## src/rtl/pwrseq_pkg.sv

```systemverilog
// Package pwrseq_pkg
// Shared state codes, fault codes and small helpers for the power-up
// sequencer. The numeric state values appear on the status port, so they
// are fixed here and must not be reordered.
package pwrseq_pkg;

    typedef enum logic [3:0] {
        ST_IDLE      = 4'd0,
        ST_OPTO_TCHK = 4'd1,
        ST_OPTO_COOL = 4'd2,
        ST_OPTO_PWR  = 4'd3,
        ST_MOD_TCHK  = 4'd4,
        ST_MOD_COOL  = 4'd5,
        ST_MOD_PWR   = 4'd6,
        ST_OPTO_INIT = 4'd7,
        ST_MOD_CFG   = 4'd8,
        ST_READY     = 4'd9,
        ST_FAULT     = 4'd15
    } seq_state_e;

    localparam logic [3:0] ERR_NONE = 4'd0;
    localparam logic [3:0] ERR_CURR = 4'd13;
    localparam logic [3:0] ERR_ILK  = 4'd14;

    // True when the state waits on an external condition under a timeout.
    function automatic logic is_wait_state(input seq_state_e s);
        return (s == ST_OPTO_TCHK) || (s == ST_OPTO_PWR) ||
               (s == ST_MOD_TCHK)  || (s == ST_MOD_PWR)  ||
               (s == ST_OPTO_INIT) || (s == ST_MOD_CFG);
    endfunction

    // True when the state code lies within [lo, hi].
    function automatic logic state_in(input seq_state_e s,
                                      input seq_state_e lo,
                                      input seq_state_e hi);
        return (s >= lo) && (s <= hi);
    endfunction

endpackage

```

## src/rtl/pwrseq_step_timer.sv

```systemverilog
// Module pwrseq_step_timer
// Counts the cycles spent in one waiting step. It is cleared whenever the
// sequencer changes state and counts only while run is high. expired rises
// once the count reaches the limit. Assumes the limit is stable during a
// wait; if it is lowered below the count, expiry follows at once.
module pwrseq_step_timer #(
    parameter int TMO_W = 16
) (
    input  logic             clk,
    input  logic             rst_n,
    input  logic             clear,
    input  logic             run,
    input  logic [TMO_W-1:0] limit,
    output logic             expired
);

    logic [TMO_W-1:0] cnt_q;

    // Count up while waiting, stop at the limit, restart on a state change.
    always_ff @(posedge clk) begin
        if (!rst_n)                  cnt_q <= '0;
        else if (clear)              cnt_q <= '0;
        else if (run && cnt_q < limit) cnt_q <= cnt_q + 1'b1;
    end

    // Flag expiry only in a waiting step.
    always_comb expired = run && (cnt_q >= limit);

endmodule

```

## src/rtl/pwrseq_out_decode.sv

```systemverilog
// Module pwrseq_out_decode
// Turns the state code into the enable, request and ready outputs. When
// the fault state is entered, power goes off at once, but each cooling
// enable that was on stays on for one extra cycle. Assumes the state input
// is the registered state of the sequencer.
module pwrseq_out_decode
    import pwrseq_pkg::*;
(
    input  logic       clk,
    input  logic       rst_n,
    input  seq_state_e state_q,
    output logic       opto_cool_en,
    output logic       opto_pwr_en,
    output logic       mod_cool_en,
    output logic       mod_pwr_en,
    output logic       init_req,
    output logic       cfg_req,
    output logic       ready
);

    seq_state_e prev_q;
    logic       fault_first;

    // Remember last cycle's state so cooling can trail power on a fault.
    always_ff @(posedge clk) begin
        if (!rst_n) prev_q <= ST_IDLE;
        else        prev_q <= state_q;
    end

    // First cycle of a fault: the state is fault but was not one cycle ago.
    always_comb fault_first = (state_q == ST_FAULT) && (prev_q != ST_FAULT);

    // Map the state to the outputs, with the one-cycle cooling hold.
    always_comb begin
        opto_pwr_en  = state_in(state_q, ST_OPTO_PWR, ST_READY);
        mod_pwr_en   = state_in(state_q, ST_MOD_PWR, ST_READY);
        opto_cool_en = state_in(state_q, ST_OPTO_COOL, ST_READY) ||
                       (fault_first && state_in(prev_q, ST_OPTO_COOL, ST_READY));
        mod_cool_en  = state_in(state_q, ST_MOD_COOL, ST_READY) ||
                       (fault_first && state_in(prev_q, ST_MOD_COOL, ST_READY));
        init_req     = (state_q == ST_OPTO_INIT);
        cfg_req      = (state_q == ST_MOD_CFG);
        ready        = (state_q == ST_READY);
    end

    AST_OPTO_PWR_NEEDS_COOL: assert property (@(posedge clk) disable iff (!rst_n)
        opto_pwr_en |-> opto_cool_en);
    AST_MOD_PWR_NEEDS_COOL: assert property (@(posedge clk) disable iff (!rst_n)
        mod_pwr_en |-> (mod_cool_en && opto_pwr_en));
    AST_COOL_TRAILS_FAULT: assert property (@(posedge clk) disable iff (!rst_n)
        $rose(state_q == ST_FAULT) |=> (!opto_cool_en && !mod_cool_en));
    AST_ONE_PHASE_REQ: assert property (@(posedge clk) disable iff (!rst_n)
        $onehot0({init_req, cfg_req, ready}));

endmodule

```

## src/rtl/det_pwrup_seq.sv

```systemverilog
// Module det_pwrup_seq
// Top of the power-up sequencer. It holds the state register and the next
// state logic, which applies the fixed step order, the interlock, the step
// timeouts and the fault exit. It records a fault code and shows the state
// on status. Assumes all flag inputs are already synchronous to clk.
module det_pwrup_seq
    import pwrseq_pkg::*;
#(
    parameter int TMO_W = 16
) (
    input  logic             clk,
    input  logic             rst_n,
    input  logic             interlock,
    input  logic             start,
    input  logic             restart,
    input  logic [TMO_W-1:0] tmo_limit,
    input  logic             opto_temp_ok,
    input  logic             mod_temp_ok,
    input  logic             eos_temp_ok,
    input  logic             opto_pgood,
    input  logic             opto_cur_ok,
    input  logic             mod_pgood,
    input  logic             mod_cur_ok,
    input  logic             init_done,
    input  logic             cfg_done,
    output logic             opto_cool_en,
    output logic             opto_pwr_en,
    output logic             mod_cool_en,
    output logic             mod_pwr_en,
    output logic             init_req,
    output logic             cfg_req,
    output logic             ready,
    output logic [3:0]       status,
    output logic [3:0]       err_code
);

    seq_state_e state_q, state_d;
    logic [3:0] err_q, err_d;
    logic       step_ok;
    logic       tmo_expired;

    // Condition each waiting step is waiting for.
    always_comb begin
        case (state_q)
            ST_OPTO_TCHK: step_ok = opto_temp_ok;
            ST_OPTO_PWR:  step_ok = opto_pgood && opto_cur_ok;
            ST_MOD_TCHK:  step_ok = mod_temp_ok && eos_temp_ok;
            ST_MOD_PWR:   step_ok = mod_pgood && mod_cur_ok;
            ST_OPTO_INIT: step_ok = init_done;
            ST_MOD_CFG:   step_ok = cfg_done && mod_cur_ok;
            default:      step_ok = 1'b0;
        endcase
    end

    // Next state and fault code: interlock first, then completion, then timeout.
    always_comb begin
        state_d = state_q;
        err_d   = err_q;
        if (state_q == ST_FAULT) begin
            if (restart && !interlock) begin
                state_d = ST_IDLE;
                err_d   = ERR_NONE;
            end
        end else if (interlock) begin
            state_d = ST_FAULT;
            err_d   = ERR_ILK;
        end else begin
            case (state_q)
                ST_IDLE:      if (start) state_d = ST_OPTO_TCHK;
                ST_OPTO_COOL: state_d = ST_OPTO_PWR;
                ST_MOD_COOL:  state_d = ST_MOD_PWR;
                ST_READY: begin
                    if (!opto_cur_ok || !mod_cur_ok) begin
                        state_d = ST_FAULT;
                        err_d   = ERR_CURR;
                    end
                end
                ST_OPTO_TCHK, ST_OPTO_PWR, ST_MOD_TCHK,
                ST_MOD_PWR, ST_OPTO_INIT, ST_MOD_CFG: begin
                    if (step_ok) begin
                        state_d = seq_state_e'(state_q + 4'd1);
                    end else if (tmo_expired) begin
                        state_d = ST_FAULT;
                        err_d   = state_q;
                    end
                end
                default: begin
                    state_d = ST_FAULT;
                    err_d   = ERR_ILK;
                end
            endcase
        end
    end

    // State and fault code registers.
    always_ff @(posedge clk) begin
        if (!rst_n) begin
            state_q <= ST_IDLE;
            err_q   <= ERR_NONE;
        end else begin
            state_q <= state_d;
            err_q   <= err_d;
        end
    end

    pwrseq_step_timer #(.TMO_W(TMO_W)) u_timer (
        .clk     (clk),
        .rst_n   (rst_n),
        .clear   (state_d != state_q),
        .run     (is_wait_state(state_q)),
        .limit   (tmo_limit),
        .expired (tmo_expired)
    );

    pwrseq_out_decode u_dec (
        .clk          (clk),
        .rst_n        (rst_n),
        .state_q      (state_q),
        .opto_cool_en (opto_cool_en),
        .opto_pwr_en  (opto_pwr_en),
        .mod_cool_en  (mod_cool_en),
        .mod_pwr_en   (mod_pwr_en),
        .init_req     (init_req),
        .cfg_req      (cfg_req),
        .ready        (ready)
    );

    // Present the state and fault code.
    always_comb begin
        status   = state_q;
        err_code = err_q;
    end

    AST_ILK_KILLS_POWER: assert property (@(posedge clk) disable iff (!rst_n)
        interlock |=> (!opto_pwr_en && !mod_pwr_en && status == 4'd15));
    AST_FAULT_EXIT_GATED: assert property (@(posedge clk) disable iff (!rst_n)
        (status == 4'd0 && $past(status) == 4'd15) |-> $past(restart && !interlock));
    AST_IDLE_LEAVES_TO_CHECK: assert property (@(posedge clk) disable iff (!rst_n)
        ($past(status) == 4'd0 && status != 4'd0) |-> (status == 4'd1 || status == 4'd15));
    AST_READY_CURRENT_LOSS: assert property (@(posedge clk) disable iff (!rst_n)
        (ready && !mod_cur_ok && !interlock) |=> (status == 4'd15 && err_code == 4'd13));

endmodule

```

## config.mk

```make
export PLATFORM = sky130hd
export DESIGN_NAME = det_pwrup_seq
export DESIGN_NICKNAME = d
export VERILOG_FILES = /design/src/rtl/pwrseq_pkg.sv /design/src/rtl/pwrseq_step_timer.sv /design/src/rtl/pwrseq_out_decode.sv /design/src/rtl/det_pwrup_seq.sv
export SDC_FILE = /design/constraint.sdc
export NUM_CORES = 1
export LEC_CHECK = 0
export CAP_MARGIN = 20
export CORE_MARGIN = 4
export CORE_UTILIZATION = 48
export DETAILED_ROUTE_END_ITERATION = 6
export PLACE_DENSITY_LB_ADDON = 0.1
export SLEW_MARGIN = 5
export SYNTH_ARGS = -nofsm -noshare
export SYNTH_HDL_FRONTEND = slang
export SYNTH_SLANG_ARGS = --single-unit
```

## constraint.sdc

```tcl
create_clock -name clk -period 2.83 [get_ports clk]
set_input_delay 0.283 -clock clk [delete_from_list [all_inputs] [get_ports clk]]
set_output_delay 0.283 -clock clk [all_outputs]
set_load 0.05 [all_outputs]
```

# Word level (Yosys, flattened, before mapping)
# Index checks and enable logic that the tools add are counted.
dict set report totals {
  input_bits 30
  ff_bits 28
  output_inout_bits 15
  word_cells 82
}
dict set report classes {
  bitwise 1
  add_sub_neg 2
  n_mux 16
  n_reduce_logical 32
  eq_ne 17
  n_lt_le_gt_ge 10
}
# operator count
set op_table {}
lappend op_table {{4-bit 2-to-1 mux} 13}
lappend op_table {{4-bit one-hot mux with 5 select lines} 1}
lappend op_table {{16-bit by 1-bit adder with 16-bit output, second input constant} 1}
lappend op_table {{4-bit by 3-bit equality test with 1-bit output, second input constant} 4}
lappend op_table {{16-bit greater-or-equal comparator} 1}
lappend op_table {{1-bit logical AND} 16}
lappend op_table {{16-bit < comparator} 1}
lappend op_table {{4-bit equality test, second input constant} 3}
lappend op_table {{4-bit by 2-bit greater-or-equal comparator with 1-bit output, second input constant} 3}
lappend op_table {{4-bit by 3-bit greater-or-equal comparator with 1-bit output, second input constant} 3}
lappend op_table {{4-bit != test, second input constant} 3}
lappend op_table {{4-bit one-hot mux with 3 select lines} 1}
lappend op_table {{4-bit by 2-bit equality test with 1-bit output, second input constant} 2}
lappend op_table {{4-bit less-or-equal comparator, second input constant} 2}
lappend op_table {{1-bit logical OR} 8}
lappend op_table {{1-bit one-hot mux with 6 select lines} 1}
lappend op_table {{6-bit OR reduction} 1}
lappend op_table {{5-bit AND reduction} 1}
lappend op_table {{4-bit by 1-bit adder with 4-bit output, second input constant} 1}
lappend op_table {{4-bit by 1-bit equality test with 1-bit output, second input constant} 1}
lappend op_table {{4-bit zero test} 1}
lappend op_table {{4-bit by 2-bit != test with 1-bit output, second input constant} 1}
lappend op_table {{4-bit != test} 1}
lappend op_table {{1-bit zero test} 3}
lappend op_table {{5 further kinds} 5}

# Depth between registers and ports, before layout
# Gate-level depths: netlist of run 1.
dict set report depth {
  word_depth 14
  depth_mapped 12
  ltp_nobuf 10
}

# Modules after synthesis
# A second synthesis of run 1 with hierarchy kept.
dict set report hier_totals {
  cells_unflattened 316
  area_unflattened_um2 2436.1
}
# module area_per_inst_um2 seq_area_each_um2 n_inst cells_each
set by_module_without_submodules {}
lappend by_module_without_submodules {pwrseq_step_timer 1197.4 320.3 1 148}
lappend by_module_without_submodules {det_pwrup_seq 1001.0 160.2 1 139}
lappend by_module_without_submodules {pwrseq_out_decode 237.7 80.1 1 29}

# Worst setup path after synthesis of run 1
# Ideal clock, no wire load.
dict set report synth_timing {
  path_type {flip-flop to flip-flop}
  startpoint {register state_q[0] (netlist: status[0])}
  endpoint {register u_timer.cnt_q[7]}
  synth_period_minus_slack_ns 3.487
  setup_slack_ns -0.657
  stages_incl_launch_ff 13
  arrival_ns 3.410
  setup_time_ns 0.077
  n_path_buf 3
  t_required_ns 2.753
  cell_sequence {dfxtp_1 > buf_2 > inv_1 > ha_1 > or4b_1 > o2111a_4 > nor3_4 > a2111o_1 > a32oi_1 > or4_1 > buf_6 > buf_12 > nor3_2}
}
dict set report synth_via {
  elab_chain_len 14
  elab_cells_between_ends 31
  cone_classes {1 x add/sub; 11 x eq/ne; 9 x mux; 10 x reduce/logical}
}
# item line
set synth_lines {}
lappend synth_lines {{start: declaration} det_pwrup_seq.sv:37} ;# seq_state_e state_q, state_d;
lappend synth_lines {{start signal: assignment} det_pwrup_seq.sv:101} ;# state_q <= state_d;
lappend synth_lines {{4-bit by 1-bit equality test with 1-bit output or 4-bit by 2-bit equality test with 1-bit output (tied branches)} {pwrseq_pkg.sv:27, det_pwrup_seq.sv:44, det_pwrup_seq.sv:68}}
lappend synth_lines {{1-bit logical OR (2 in a row)} pwrseq_pkg.sv:27} ;# return (s == ST_OPTO_TCHK) || (s == ST_OPTO_PWR) ||
lappend synth_lines {{1-bit logical OR (2 in a row)} pwrseq_pkg.sv:28} ;# (s == ST_MOD_TCHK) || (s == ST_MOD_PWR) ||
lappend synth_lines {{1-bit logical OR} pwrseq_pkg.sv:29} ;# (s == ST_OPTO_INIT) || (s == ST_MOD_CFG);
lappend synth_lines {{1-bit logical AND} pwrseq_step_timer.sv:27} ;# always_comb expired = run && (cnt_q >= limit);
lappend synth_lines {{4-bit 2-to-1 mux} det_pwrup_seq.sv:82} ;# end else if (tmo_expired) begin
lappend synth_lines {{4-bit 2-to-1 mux} det_pwrup_seq.sv:80} ;# if (step_ok) begin
lappend synth_lines {{4-bit one-hot mux with 5 select lines} det_pwrup_seq.sv:68} ;# case (state_q)
lappend synth_lines {{4-bit 2-to-1 mux} det_pwrup_seq.sv:64} ;# end else if (interlock) begin
lappend synth_lines {{4-bit 2-to-1 mux} det_pwrup_seq.sv:59} ;# if (state_q == ST_FAULT) begin
lappend synth_lines {{4-bit != test} det_pwrup_seq.sv:109} ;# .clear (state_d != state_q),
lappend synth_lines {{2-bit OR reduction (no line)} --}
lappend synth_lines {{end signal: assignment} pwrseq_step_timer.sv:23} ;# else if (run && cnt_q < limit) cnt_q <= cnt_q + 1'b1;
lappend synth_lines {{end: declaration} pwrseq_step_timer.sv:17} ;# logic [TMO_W-1:0] cnt_q;
# Several ways; a longest one is shown, not always the timed one.
# A chain may end at the register's enable or synchronous reset.

# Final worst setup path of run 1
dict set report layout_timing {
  startpoint {register state_q[0] (netlist: status[0])}
  endpoint {register u_timer.cnt_q[12]}
}
# Same word-level chain as after synthesis.

==> results of run 1 <==
## flip-flops by register name, summed over array words and instances (netlist names)
signal	count
u_timer.cnt_q	16
u_dec.prev_q	4
status	4
err_code	4
## power by group
part / switching (mW) / internal (mW) / leakage [nW]
Combinational: 0.811 / 0.644 / 1.30
Sequential: 0.0420 / 0.435 / 0.230
Clock: 0.129 / 0.125 / 0.0288
## path summary, 6_finish.rpt
| path | start | to | slack, ns |
|---|---|---|---|
| worst max-delay path | status[0] | u_timer.cnt_q[12] | -0.08 |
| worst min-delay path | err_code[1] | err_code[1] | 0.50 |
| worst max register to register | status[0] | u_timer.cnt_q[12] | -0.08 |
| worst min register to register | err_code[1] | err_code[1] | 0.50 |
## worst reg2reg max path: cells and delay by family (launching register included)
family                     cells  cell delay (ns)
AOI/OAI and AO/OA              3             0.39
and+or+nand+nor                4             1.54
DFF                            1             0.41
adders and majority gates      1             0.19
buffers and inverters          2             0.32
## area by class of cell
type	instances	area [sq um]
inverters	23	91.34
repair buffers	100	909.6
multi-input cells	241	1867
flip-flops and latches	28	568.0
well taps	67	83.83
fillers	400	1274
clock buffers	4	55.05
## kinds of logic (layout without fill, tap and decap cells)
| kind of cell | Yosys count | count (layout) | synth area share |
|---|---|---|---|
| buffers and inverters | 37 | 127 | 0.08325 |
| flip-flops | 28 | 28 | 0.2274 |
| AND/OR/NAND/NOR | 122 | 122 | 0.2853 |
| multiplexers | 4 | 4 | 0.01624 |
| XOR/XNOR | 16 | 16 | 0.05685 |
| adder cells (fa/ha/maj) | 22 | 22 | 0.1117 |
| AO/OA/AOI/OAI | 77 | 77 | 0.2193 |
## timing repair
item,in CTS,in global routing
hold buffers,0,0
pin swaps,7,3
endpoints found under the hold margin,0,0
buffers inserted,2,4
cloned,1,0
setup endpoints to repair,16,16
gates resized for setup,21,12
## Yosys cell counts, types with 2 or more instances
| cell | number | area, sq um |
|---|---|---|
| nand4_1 | 6 | 37.54 |
| nor3_2 | 10 | 100.1 |
| nand3_1 | 9 | 45.04 |
| or2_2 | 2 | 12.51 |
| mux2i_1 | 4 | 40.04 |
| o2111ai_1 | 2 | 17.52 |
| o221ai_1 | 4 | 35.03 |
| and3_1 | 8 | 50.05 |
| clkbuf_1 | 4 | 15.01 |
| o21ai_0 | 16 | 80.08 |
| buf_6 | 2 | 22.52 |
| or3_1 | 2 | 12.51 |
| a22o_1 | 2 | 17.52 |
| inv_1 | 22 | 82.58 |
| nand4b_1 | 2 | 17.52 |
| a21oi_1 | 17 | 85.08 |
| nor2b_1 | 4 | 25.02 |
| buf_1 | 2 | 7.510 |
| clkbuf_8 | 3 | 41.29 |
| nand2_1 | 23 | 86.33 |
| ha_1 | 22 | 275.3 |
| xnor2_1 | 10 | 87.58 |
| xor2_1 | 6 | 52.55 |
| a221oi_1 | 2 | 17.52 |
| a211o_1 | 3 | 26.28 |
| a21boi_0 | 4 | 30.03 |
| nor3_1 | 9 | 45.04 |
| nor2_1 | 26 | 97.59 |
| and4b_2 | 3 | 33.78 |
| a31oi_1 | 5 | 31.28 |
| dfxtp_1 | 28 | 560.5 |
| and2_1 | 7 | 43.79 |
| nand2b_1 | 3 | 18.77 |
| o211ai_1 | 5 | 37.54 |
| o21a_1 | 4 | 30.03 |
## routing by layer
metal	part of all wire	GRT usage	wire length (microns)	vias to the layer above
met5	0	0	0	-
met4	0.011	0.03436	78	0
met3	0.041	0.03047	290	8
met2	0.47	0.3765	3323	64
met1	0.48	0.3184	3371	1200
li1	-	-	-	1294
## through the flow
| step | instance area, sq um | power (mW) | hold slack, ns | instances |
|---|---|---|---|---|
| 5_1_grt | 3575 | 2.316 | 0.5440 | 463 |
| 3_5_place_dp | 3312 | 1.828 | 0.4741 | 452 |
| 3_3_place_gp | 3312 | 1.820 | 0.4728 | 452 |
| 6_report | 3575 | 2.186 | 0.4953 | 463 |
| 2_1_floorplan | 2530 | 1.332 | 0.4368 | 306 |
| 4_1_cts | 3486 | 2.136 | 0.4965 | 459 |
==> run metrics, run 1 <==
status complete, but fails checks; failing checks negative setup slack; global-route usage over all layers 0.2271; clock sinks 28; crit share post-route 1.028; vias in the first global route 2492; worst vdd ir 0.5143 mV; grt total ovfl 0; layout cells sized above 1 0.2778; Vias per Instance 5.542; initial antenna violation count 0; H-tree levels 1; Reg2Reg Depth 10; ys flop type dfxtp_1; async set-reset flop share out of synthesis 0; clock latency at the later pin of the worst-skew pair 0.28 ns; relative slew slack 0.6582; RSZ-0062 raised after global routing true; CTS Buf Count 3; Post-synth EDFFs 0; average routed wire per standard cell 15.25 microns; Setup WS post-layout -0.07879 ns; root buffer cell clkbuf_8; hpwl dp 5411 microns; core area 0.004848 sq mm; die height 79.66 microns; largest net degree at the start of global routing 16; DRT iter0 DRCs 133; Hold Crit Depth 2; Post-Syn Nets 358; Avg Synthesized Cell Area 8.055 sq um; Crit path max-delay family simple AND/OR/NAND/NOR gates; Worst Path Required 3.04 ns; Final Skew 0.007913 ns; # IOs 45; row cnt 25; DRC viols 0; vias post-DR 2566; Achievable Freq 343.8 MHz; Startpoint Class flop; most frequent cells in the layout buf_4, clkdlybuf4s50_1, nor2_1, dfxtp_1, nand2_1; Crit path depth 10; # setup viols final 16; Final Hold Viols 0; DRT Pass-1 Iters 4; IO Port Bufs 44; Syn-to-layout area delta 45.03%; MaxCap Viol Count 0; routability congestion estimate 0.9316; Synth Warn # 0; nets 449; dpl ws -0.5073 ns; slowest CP cell or4_4; CP Class flop to flop; clock slew at reported path FFs 0.10 ns; first-pass GRT wire length 11660 microns; die width 79.66 microns; Crit. End Element flop; worst slew pin tran 0.5074 ns; Slew Viols, Final 0; Hold Crit Class flop to flop; Fin Setup TNS -0.4621 ns; minimum clock period 2.909 ns; Routed WL 7063 microns; sequential area share after synthesis 0.2274; CP cell instances clkinvlp_4 > ha_4 > or4b_4 > o2111a_4 > nor3_4 > a2111o_1 > a32oi_1 > or4_4 > buf_6 > nor3_2; Netlist cell types 60; post-route antenna net violation count 0; synthesized cell area 0.002465 sq mm; P per Cell Area 611.4 mW/mm^2; # diodes 0; synthesized instance count 306; Crit Path Max Fanout 6; final core occ 0.7373; Starting Density 0.5084; commonest non-fill, non-tap cell in the layout buf_4; critical path arrival 3.12 ns; Longest Clk Path Bufs 2; DIE AREA 0.006346 sq mm; CTS tree built; Max stage delay on crit path 0.63 ns; Static Leakage 1.556 nW; #FFs+latches synth 28; Buf+Inv Stages, Crit Path 2
Power figures use the tool's default switching activity.
==> inputs of run 2 (changes only) <==
--- a/config.mk
+++ b/config.mk
@@ -5,7 +5,7 @@
 export SDC_FILE = /design/constraint.sdc
 export NUM_CORES = 1
 export LEC_CHECK = 0
-export CAP_MARGIN = 20
+export CAP_MARGIN = 40
 export CORE_MARGIN = 4
 export CORE_UTILIZATION = 48
 export DETAILED_ROUTE_END_ITERATION = 6
==> results of run 2 <==
No change in the layout: final DEF, timing and power equal those of run 1.
